<file path="config.mk">
export PLATFORM = sky130hd
export DESIGN_NAME = dram_init_stub
export DESIGN_NICKNAME = d
export VERILOG_FILES = /design/src/rtl/dram_stub_pkg.sv /design/src/rtl/dram_stub_decode.sv /design/src/rtl/dram_stub_regs.sv /design/src/rtl/dram_stub_rdport.sv /design/src/rtl/dram_init_stub.sv
export SDC_FILE = /design/constraint.sdc
export NUM_CORES = 1
export LEC_CHECK = 0
export BUFFER_PORTS_ARGS = -buffer_cell sky130_fd_sc_hd__buf_2
export CELL_PAD_IN_SITES_DETAIL_PLACEMENT = 1
export CELL_PAD_IN_SITES_GLOBAL_PLACEMENT = 1
export CORE_ASPECT_RATIO = 2
export CORE_MARGIN = 5
export CORE_UTILIZATION = 42
export CTS_CLUSTER_DIAMETER = 100
export DETAILED_ROUTE_END_ITERATION = 10
export PLACE_DENSITY_LB_ADDON = 0.1
export RECOVER_POWER = 100
export SLEW_MARGIN = 20
export SYNTH_ARGS = -nofsm -noshare
export SYNTH_HDL_FRONTEND = slang
export SYNTH_SLANG_ARGS = --single-unit
</file>
<file path="constraint.sdc">
create_clock -name clk -period 1.69 [get_ports clk]
set_clock_uncertainty 0.05 [all_clocks]
set_input_delay 0.169 -clock clk [delete_from_list [all_inputs] [get_ports clk]]
set_output_delay 0.169 -clock clk [all_outputs]
set_load 0.03 [all_outputs]
</file>
<file path="src/rtl/dram_stub_pkg.sv">
`timescale 1ns/1ps
package dram_stub_pkg;
  typedef enum logic [2:0] {
    HIT_CTRL,
    HIT_CALC,
    HIT_CALS,
    MISS_HOLE,
    MISS_RANGE,
    MISS_ALIGN
  } slot_e;

  localparam int NREG     = 3;
  localparam int IDX_CTRL = 0;
  localparam int IDX_CALC = 1;
  localparam int IDX_CALS = 2;

  function automatic logic is_miss(slot_e s);
    return (s == MISS_HOLE) || (s == MISS_RANGE) || (s == MISS_ALIGN);
  endfunction
endpackage

</file>
<file path="src/rtl/dram_stub_decode.sv">
`timescale 1ns/1ps
module dram_stub_decode
  import dram_stub_pkg::*;
#(
  parameter int ADDR_W    = 12,
  parameter int CTRL_OFS  = 'h000,
  parameter int CALC_OFS  = 'h0A8,
  parameter int CALS_OFS  = 'h0B0,
  parameter int RANGE_END = 'h2E4
) (
  input  logic [ADDR_W-1:0] addr,
  output slot_e             slot
);
  always_comb begin
    if (addr[1:0] != 2'b00)                  slot = MISS_ALIGN;
    else if (addr >= ADDR_W'(RANGE_END))     slot = MISS_RANGE;
    else if (addr == ADDR_W'(CTRL_OFS))      slot = HIT_CTRL;
    else if (addr == ADDR_W'(CALC_OFS))      slot = HIT_CALC;
    else if (addr == ADDR_W'(CALS_OFS))      slot = HIT_CALS;
    else                                     slot = MISS_HOLE;
  end
endmodule

</file>
<file path="src/rtl/dram_stub_regs.sv">
`timescale 1ns/1ps
module dram_stub_regs
  import dram_stub_pkg::*;
#(
  parameter int DATA_W = 32,
  parameter logic [DATA_W-1:0] CTRL_RST  = 32'h8002_0000,
  parameter logic [DATA_W-1:0] CALC_RST  = 32'h07B0_0000,
  parameter logic [DATA_W-1:0] CALS_RST  = 32'h8000_0000,
  parameter logic [DATA_W-1:0] CMD_MASK  = 32'hC000_0000,
  parameter logic [DATA_W-1:0] DONE_MASK = 32'h8000_0000
) (
  input  logic                         clk,
  input  logic                         rst_n,
  input  logic                         wr_en,
  input  slot_e                        slot,
  input  logic [DATA_W-1:0]            wr_data,
  output logic [NREG-1:0][DATA_W-1:0]  regs_q
);
  localparam logic [NREG-1:0][DATA_W-1:0] RST_VAL = {CALS_RST, CALC_RST, CTRL_RST};

  logic [NREG-1:0][DATA_W-1:0] regs_d;
  logic wr_ctrl, wr_calc, wr_cals;

  assign wr_ctrl = wr_en && (slot == HIT_CTRL);
  assign wr_calc = wr_en && (slot == HIT_CALC);
  assign wr_cals = wr_en && (slot == HIT_CALS);

  always_comb begin
    regs_d = regs_q;
    // command requests read back as already finished
    if (wr_ctrl) regs_d[IDX_CTRL] = wr_data & ~CMD_MASK;
    if (wr_calc) regs_d[IDX_CALC] = wr_data;
    // a direct status write lands first, the done flag is merged after it
    if (wr_cals) regs_d[IDX_CALS] = wr_data;
    if (wr_calc) regs_d[IDX_CALS] = regs_d[IDX_CALS] | DONE_MASK;
  end

  for (genvar g = 0; g < NREG; g++) begin : g_word
    always_ff @(posedge clk) begin
      if (!rst_n) regs_q[g] <= RST_VAL[g];
      else        regs_q[g] <= regs_d[g];
    end
  end
endmodule

</file>
<file path="src/rtl/dram_stub_rdport.sv">
`timescale 1ns/1ps
module dram_stub_rdport
  import dram_stub_pkg::*;
#(
  parameter int DATA_W = 32
) (
  input  logic                         clk,
  input  logic                         rst_n,
  input  logic                         rd_en,
  input  logic                         wr_en,
  input  slot_e                        slot,
  input  logic [NREG-1:0][DATA_W-1:0]  regs_q,
  output logic [DATA_W-1:0]            rd_data,
  output logic                         rd_valid,
  output logic                         err
);
  logic [DATA_W-1:0] sel;

  always_comb begin
    case (slot)
      HIT_CTRL: sel = regs_q[IDX_CTRL];
      HIT_CALC: sel = regs_q[IDX_CALC];
      HIT_CALS: sel = regs_q[IDX_CALS];
      default:  sel = '0;
    endcase
  end

  always_ff @(posedge clk) begin
    if (!rst_n) begin
      rd_data  <= '0;
      rd_valid <= 1'b0;
      err      <= 1'b0;
    end else begin
      rd_valid <= rd_en;
      rd_data  <= rd_en ? sel : '0;
      err      <= (rd_en || wr_en) && is_miss(slot);
    end
  end
endmodule

</file>
<file path="src/rtl/dram_init_stub.sv">
`timescale 1ns/1ps
module dram_init_stub
  import dram_stub_pkg::*;
#(
  parameter int ADDR_W    = 12,
  parameter int DATA_W    = 32,
  parameter int CTRL_OFS  = 'h000,
  parameter int CALC_OFS  = 'h0A8,
  parameter int CALS_OFS  = 'h0B0,
  parameter int RANGE_END = 'h2E4,
  parameter int INIT_BIT  = 31,
  parameter int TRAIN_BIT = 30,
  parameter int DONE_BIT  = 31,
  parameter logic [DATA_W-1:0] CTRL_RST = 32'h8002_0000,
  parameter logic [DATA_W-1:0] CALC_RST = 32'h07B0_0000,
  parameter logic [DATA_W-1:0] CALS_RST = 32'h8000_0000
) (
  input  logic              clk,
  input  logic              rst_n,
  input  logic [ADDR_W-1:0] addr,
  input  logic              wr_en,
  input  logic [DATA_W-1:0] wr_data,
  input  logic              rd_en,
  output logic [DATA_W-1:0] rd_data,
  output logic              rd_valid,
  output logic              err
);
  localparam logic [DATA_W-1:0] CMD_MASK =
    (DATA_W'(1) << INIT_BIT) | (DATA_W'(1) << TRAIN_BIT);
  localparam logic [DATA_W-1:0] DONE_MASK = DATA_W'(1) << DONE_BIT;

  slot_e                        slot;
  logic [NREG-1:0][DATA_W-1:0]  regs_q;

  dram_stub_decode #(
    .ADDR_W(ADDR_W), .CTRL_OFS(CTRL_OFS), .CALC_OFS(CALC_OFS),
    .CALS_OFS(CALS_OFS), .RANGE_END(RANGE_END)
  ) u_decode (
    .addr(addr),
    .slot(slot)
  );

  dram_stub_regs #(
    .DATA_W(DATA_W), .CTRL_RST(CTRL_RST), .CALC_RST(CALC_RST),
    .CALS_RST(CALS_RST), .CMD_MASK(CMD_MASK), .DONE_MASK(DONE_MASK)
  ) u_regs (
    .clk(clk),
    .rst_n(rst_n),
    .wr_en(wr_en),
    .slot(slot),
    .wr_data(wr_data),
    .regs_q(regs_q)
  );

  dram_stub_rdport #(
    .DATA_W(DATA_W)
  ) u_rdport (
    .clk(clk),
    .rst_n(rst_n),
    .rd_en(rd_en),
    .wr_en(wr_en),
    .slot(slot),
    .regs_q(regs_q),
    .rd_data(rd_data),
    .rd_valid(rd_valid),
    .err(err)
  );
endmodule

</file>
Yosys cells after proc, flatten, opt, wreduce, memory -nomap -nowiden
Cells that the tools add are included.
Widths: inputs -> output; s select.
{ "word_totals": {"latchBits": 0, "romBits": 0, "output_inout_bits": 34, "reg_bits": 129, "memories": 0, "ramBits": 0, "input_bits": 48} }
{ "classes": {"eq_ne": 7, "mux": 7, "shifts": 0, "multipliers": 0, "n_addsub": 0, "magnitude_cmp": 1, "reduce_logical": 12, "div": 0, "bitwise": 1} }
{ "op_table": {"columns": ["operator", "n"], "rows": [
  ["$pmux 32 s3", 1],
  ["$mux 32", 1],
  ["$eq 12x8->1 const B", 2],
  ["$ge 12x10->1 const B", 1],
  ["$logic_not 12->1", 1],
  ["$mux 3", 4],
  ["$eq 3x2->1 const B", 2],
  ["$eq 3x3->1 const B", 2],
  ["$logic_and 1x1->1", 4],
  ["$eq 3x1->1 const B", 1],
  ["$logic_not 3->1", 1],
  ["$logic_or 1x1->1", 3],
  ["$reduce_and 2->1", 1],
  ["$reduce_bool 2->1", 1],
  ["$reduce_or 2->1", 1],
  ["$mux 1", 1],
  ["$not 1->1", 1]
]} }

Longest topological paths before layout
Gate-level depths: netlist of run 1.
{ "depth": {"word_depth": 10, "ltp_mapped": 7, "ltp_nobuf": 4} }

Cells and area by module
Synthesis of run 1 repeated with hierarchy kept, for this count alone.
{ "unflattened": {"cells_unflattened": 587, "area_unflattened_um2": 5213.8} }
{ "modules_own_cells": {"columns": ["module", "n_inst", "seq_area_each_um2", "cells_each", "area_each_um2"], "rows": [
  ["dram_stub_regs", 1, 1901.8, 417, 3469.6],
  ["dram_stub_rdport", 1, 680.7, 152, 1611.5],
  ["dram_stub_decode", 1, 0.0, 18, 132.6]
]} }

Least setup slack after synthesis of run 1
No wires, ideal clock.
{ "synth_path": {"path_type": "input-to-reg", "start": "in addr[6]", "end": "reg u_rdport.rd_data[0]", "setup_time_ns": 0.064, "arrival_time_ns": 1.411, "n_path_buf": 2, "setup_slack_ns": 0.165, "path_stages": 6, "cell_sequence": "nor4_4 -> nand2_2 -> or3_1 -> buf_2 -> buf_6 -> nor2_1"} }
{ "synth_via": {"elab_chain_len": 8} }
{ "synth_rtl": {"columns": ["item", "line", "rtl"], "rows": [
  ["start, declared", "dram_init_stub.sv:20", "input logic [ADDR_W-1:0] addr,"],
  ["parallel branches: the longest is 4 deep, another holds $ge 12x10->1", null, null],
  ["$mux 3 (*)", "dram_stub_decode.sv:16", "else if (addr >= ADDR_W'(RANGE_END)) slot = MISS_RANGE;"],
  ["$mux 3 (*)", "dram_stub_decode.sv:15", "if (addr[1:0] != 2'b00) slot = MISS_ALIGN;"],
  ["$eq 3x2->1, or another cell as far along", "dram_stub_rdport.sv:20", "case (slot)"],
  ["$pmux 32 s3 (*)", "dram_stub_rdport.sv:20", null],
  ["end signal, assigned", "dram_stub_rdport.sv:35", "rd_data <= rd_en ? sel : '0;"],
  ["end, declared", "dram_stub_rdport.sv:13", "output logic [DATA_W-1:0] rd_data,"]
]} }
Every way passes the cells marked *.
A chain may end at the register's enable or synchronous reset.

Final worst setup path of run 1
{ "layout_path": {"start": "in rd_en", "end": "reg u_rdport.rd_data[7]"} }
{ "layout_via": {"elab_chain_len": 1} }
{ "layout_rtl": {"columns": ["item", "line", "rtl"], "rows": [
  ["start, declared", "dram_init_stub.sv:23", "input logic rd_en,"],
  ["$reduce_and 2->1 (no source line)", null, null]
]} }
Every way passes these cells.

==> run metrics, run 1 <==
Hold/Removal Path Class in -> reg; Avg Cell Area, Syn 8.70 um2; number of I/O pins 82; first-pass GRT wire length 24800 um; Max Fclk 0.656 GHz; Netlist Area Pre-Place 0.00500 mm2; Die Span Y 164 um; status completed; clk_lat worst skew 0.41 ns; Routed Antenna Nets 0; Clock transition at path regs 0.06 ns; First-pass DRT Iterations 4; Port-buffer cells 81; CTS tree built; Die ar. 0.0143 mm2; Worst Setup Start Kind primary input; Final Hold Vio Count 0; crit-path max FO 10; worst IR drop on VDD 1010 uV; post-CTS resize count 0; GR peak layer met2; Initial DRC Count 156; Least-Margin Pin Slew 0.497 ns; PD cells 1080 mW/mm2; htree depth 4; TritonCTS Buffers 17; Area growth syn-to-layout 29.7%; fin nets 734; gpl congestion 0.789; count of cell types in the netlist 25; initial antenna violation count 0; routed via count 4554; CP arrival 1.82 ns; layout cell share with drive strength beyond 1 15.6%; worst setup path category in -> reg; CP Data Required Time 1.98 ns; Area contributors post-synth dfxtp_1, nand2_1, a21boi_0; Placed Instances 782; Post-route DRC 0; worst setup path end u_rdport.rd_data[7]; max cap viols 0; total track usage 22.7%; synth warn 0; dpl hpwl 10000 um; GR Util met3 4.37%; launch point of the worst reg-to-reg path u_regs.regs_q[63]; final setup TNS 0 ns; critical path launch point rd_en; Layout fillers 1373; Tcrit/Tclk final 90.3%; top cell type's share of synthesized area 51.6%; Worst R2R Path Depth 2; total core area 0.0117 mm2; Root Buffer Master clkbuf_16; max-slew violation count 0; final count of negative-setup-slack endpoints 0; unrepaired setup endpoints after global routing false; Final Non-Filler Cells 843; element type at the critical path end flip-flop; chip width 87.2 um; Sink Count 129; num rows 56; total wire length 15600 um; number of global-route vias before repair 5068; met1 Usage GRT 23.0%; Max Root-Sink Buffers 2; area leader, netlist dfxtp_1; leakage 2.23 nW; largest net degree at the start of global routing 97; via-per-instance ratio 5.40; relative slew slack 66.8%; Initial Util 42.8%; flops & latches, synth 129; worst r2r dst u_rdport.rd_data[31]; WL/cell 18.5 um; GR Util met2 43.9%; r2r setup slk 0.68 ns; Gate Count Post-Synth 575; Net Count, Synth 623; register area share after synthesis 51.6%; ant diodes 0; Final min period 1.53 ns; grt ovf 0
==> how the worst min path moves through the flow <==
stage	endpoint	cells past startpoint	from	slack [ns]
CTS	u_regs.regs_q[95]	3	wr_data[31]	0.001
detailed placement	u_regs.regs_q[55]	3	wr_data[23]	0.38
floorplan	u_rdport.rd_valid	2	rst_n	0.24
global route	u_regs.regs_q[95]	3	wr_data[31]	0.0008
global placement	u_regs.regs_q[55]	3	wr_data[23]	0.37
finish	u_regs.regs_q[14]	3	wr_data[14]	0.009
==> stage by stage <==
stage               utilization (%)  hold slack (ns)  power (mW)  instance area (um2)  setup WS [ns]
floorplan                         -            0.239        3.19                 5000          0.165
global placement               48.4            0.370        3.32                 5660        -0.0832
detailed placement             48.4            0.385        3.33                 5660        -0.0643
CTS                            56.1          0.00127        7.05                 6560          0.216
global route                   55.5         0.000767        7.22                 6490         0.0751
finish                         55.5          0.00921        7.00                 6490          0.165
==> kinds of logic after synthesis <==
logic type	after synthesis	share of synthesized area, %
flip-flops	129	51.6
XOR/XNOR	1	0.175
AND/OR/NAND/NOR	245	20.4
AO/OA/AOI/OAI	151	23.5
buffers and inverters	49	4.38
==> where the power goes <==
group          switching (mW)  internal, mW
Sequential           0.000919          3.05
Combinational           0.132         0.135
Clock                    1.31          2.37
Total                    1.45          5.55
==> cells in the final DEF (no fill, tap or decap), types with 2 or more instances in the layout <==
master,instances
nand3_1,7
clkbuf_1,37
nor4_4,2
nand2_1,192
clkinv_2,5
buf_2,46
and4_1,3
buf_4,18
nor2_1,30
a2bb2oi_1,30
clkbuf_16,17
clkbuf_2,5
clkbuf_8,2
a22oi_1,32
bufinv_16,3
a21boi_0,83
dlygate4sd3_1,30
nand4_1,4
and4b_1,2
buf_12,5
clkinvlp_4,3
dfxtp_1,129
a21boi_1,3
==> worst max-delay path, stage by stage <==
cell and delay [ns]:
dlygate4sd3_1 0.55, clkbuf_1 0.14, nand2_1 0.10, or3_1 0.48
buf_4 0.24, nor2_1 0.14
==> cells in the mapped netlist <==
cell       count
nand2_1      192
dfxtp_1      129
a21boi_0      69
clkbuf_1      35
a22oi_1       32
a2bb2oi_1     30
nor2_1        30
a21boi_1      17
buf_2         10
nand3_1        7
nand4_1        4
and4_1         3
buf_6          3
and4b_1        2
nor4_4         2
a2111oi_0      1
a31oi_1        1
and3_1         1
inv_1          1
nand2_2        1
nor3_1         1
nor4_2         1
o221a_2        1
or3_1          1
xor2_1         1
==> state kept, by name, indices dropped and copies added (netlist names) <==
signal / count
u_rdport.rd_valid: 1
u_regs.regs_q: 95
u_rdport.err: 1
u_rdport.rd_data: 32
==> routing by layer <==
layer / vias up / part of all wire, %
li1: 2172 / -
met1: 2242 / 37
met2: 110 / 57
met3: 30 / 3.8
met4: 0 / 2.0
met5: - / 0
==> what timing repair did <==
| action | 4_1_cts | 5_1_grt |
|---|---|---|
| setup endpoints to repair | 0 | 0 |
| hold buffers | 30 | 0 |
| setup buffers | 0 | 0 |
| endpoints found under the hold margin | 68 | 0 |
==> area by class of cell <==
cell class	count	area, um2	share of cell area (%)
multi-input cells	397	2200	33.9
well taps	145	181	2.80
repair buffers	140	926	14.3
clock buffers	20	457	7.04
flip-flops and latches	129	2580	39.8
inverters	1	3.75	0.0578
clock inverters	11	138	2.12
Note: power is estimated with default switching activity, not from simulation.
==> inputs of run 2 (changes only) <==
CELL_PAD_IN_SITES_DETAIL_PLACEMENT = unset   (was 1)
CELL_PAD_IN_SITES_GLOBAL_PLACEMENT = unset   (was 1)
CORE_UTILIZATION = 55   (was 42)
PLACE_DENSITY = 0.78   (was unset)
PLACE_DENSITY_LB_ADDON = unset   (was 0.1)
==> run 2 against run 1 <==
Net effect:
- worst hold slack got worse by 0.0018 ns
- power rose by 2.8%
- sequential cell count did not move
- clock power rose by 5.4%
- register-to-register slack improved by 0.02 ns
- non-clock buffer count fell by 2
==> run metrics, run 2 (synthesis gave the netlist of run 1 again) <==
number of I/O pins 82; Post-CTS Setup Bufs 0; total core area 0.00895 mm2; Worst R2R Path Depth 3; layout cell share with drive strength beyond 1 15.4%; WL/cell 17.2 um; number of global-route vias before repair 4795; Tcrit/Tclk final 88.1%; dpl hpwl 8540 um; Final Hold Vio Count 0; Least-Margin Pin Slew 0.790 ns; worst setup margin 0.201 ns; most common cell after layout, fill and taps aside nand2_1; Routed Antenna Nets 0; leading cell types in the layout, fill and taps excluded nand2_1, dfxtp_1, a21boi_0; max-slew violation count 0; pre-CTS setup slack 0.00421 ns; Worst Hold Depth 3; launch point of the worst reg-to-reg path u_regs.regs_q[17]; Critical Path Most Common Cell clkbuf_1; Max Root-Sink Buffers 2; Area growth syn-to-layout 29.2%; Die ar. 0.0112 mm2; total wire length 13800 um; Initial DRC Count 258; clk_lat worst skew 0.41 ns; total track usage 25.2%; First-pass DRT Iterations 5; routed via count 4581; unrepaired setup endpoints after global routing false; num rows 49; worst IR drop on VDD 860 uV; Post-route DRC 0; PD cells 1110 mW/mm2; TritonCTS Buffers 17; Largest register FFs 95; post-CTS resize count 0; final setup TNS 0 ns; Initial Util 55.9%; worst setup path category in -> reg; max cap viols 0; worst r2r dst u_rdport.rd_data[17]; Post-CTS Hold Buffers 31; Root Buffer Master clkbuf_16; htree depth 4; Layout fillers 692; Endpoint, Worst Hold u_regs.regs_q[57]; crit-path max FO 31; CP arrival 1.75 ns; Hold/Removal Path Class in -> reg; Biggest register u_regs.regs_q; via-per-instance ratio 5.73; Clock transition at path regs 0.05 ns; status completed; Slowest cell on crit path nor4_4; gpl congestion 0.786; leakage 2.24 nW; Hold Crit Start wr_data[25]; Worst Setup Start Kind primary input; Max Fclk 0.672 GHz; final count of negative-setup-slack endpoints 0; chip width 77.4 um; largest net degree at the start of global routing 97; element type at the critical path end flip-flop; largest registers u_regs.regs_q x95, u_rdport.rd_data x32; relative slew slack 47.3%; CTS tree built; first-pass GRT wire length 22500 um; initial antenna violation count 0; fin nets 732; Final min period 1.49 ns; slowest cell delay on critical path 0.35 ns; Die Span Y 145 um; CP Data Required Time 1.95 ns; r2r setup slk 0.70 ns; cell chain of the critical path clkbuf_1, nor4_4, clkbuf_1, and4_1, buf_12, nand2_1, a21boi_0; Sink Count 129; ant diodes 0; Port-buffer cells 81; grt ovf 0
-- run 2: worst max-delay path, delay by kind of cell --
family          cells  cell delay, ns
simple gates        3            0.74
buf+inv             3            0.58
compound gates      1            0.25
-- run 2: cell type report --
type / count / area [um2] / share of cell area (%)
inverter: 1 / 3.75 / 0.0581
sequential: 129 / 2580 / 39.9
clock buffer: 19 / 453 / 7.01
timing repair buffer: 138 / 905 / 14.0
multi-input combinational: 397 / 2210 / 34.2
tap: 102 / 128 / 1.97
clock inverter: 13 / 183 / 2.83
-- run 2: power breakdown --
part | total [mW] | switching (mW) | internal [mW]
Combinational | 0.265 | 0.130 | 0.135
Clock | 3.88 | 1.34 | 2.54
Sequential | 3.05 | 0.000904 | 3.05
-- run 2: worst max-delay path by stage --
stage | start | to | slack [ns] | depth (start not counted)
floorplan | addr[6] | u_rdport.rd_data[0] | 0.16 | 6
global placement | addr[6] | u_rdport.rd_data[0] | 0.05 | 7
detailed placement | addr[1] | u_regs.regs_q[89] | 0.004 | 7
CTS | rd_en | u_rdport.rd_data[1] | 0.28 | 6
global route | rd_en | u_rdport.rd_data[14] | 0.1 | 6
finish | addr[1] | u_regs.regs_q[79] | 0.20 | 7
-- run 2: layer usage --
metal,up-vias,GRT usage (%),part of all wire [%]
li1,2179,-,-
met1,2226,25.5,36
met2,139,47.5,56
met3,37,5.95,4.7
met4,0,12.6,3.0
met5,-,0,0
-- run 2: through the flow --
| step | area (um2) | power [mW] | utilization [%] | cells | hold slack (ns) |
|---|---|---|---|---|---|
| finish | 6460 | 7.20 | 72.2 | 799 | 0.00736 |
| global route | 6460 | 7.40 | 72.2 | 799 | 0.00456 |
| global placement | 5600 | 3.32 | 62.6 | 736 | 0.358 |
| floorplan | 5000 | 3.19 | - | 575 | 0.239 |
| detailed placement | 5600 | 3.32 | 62.6 | 736 | 0.362 |
| CTS | 6550 | 7.22 | 73.1 | 799 | 0.000298 |
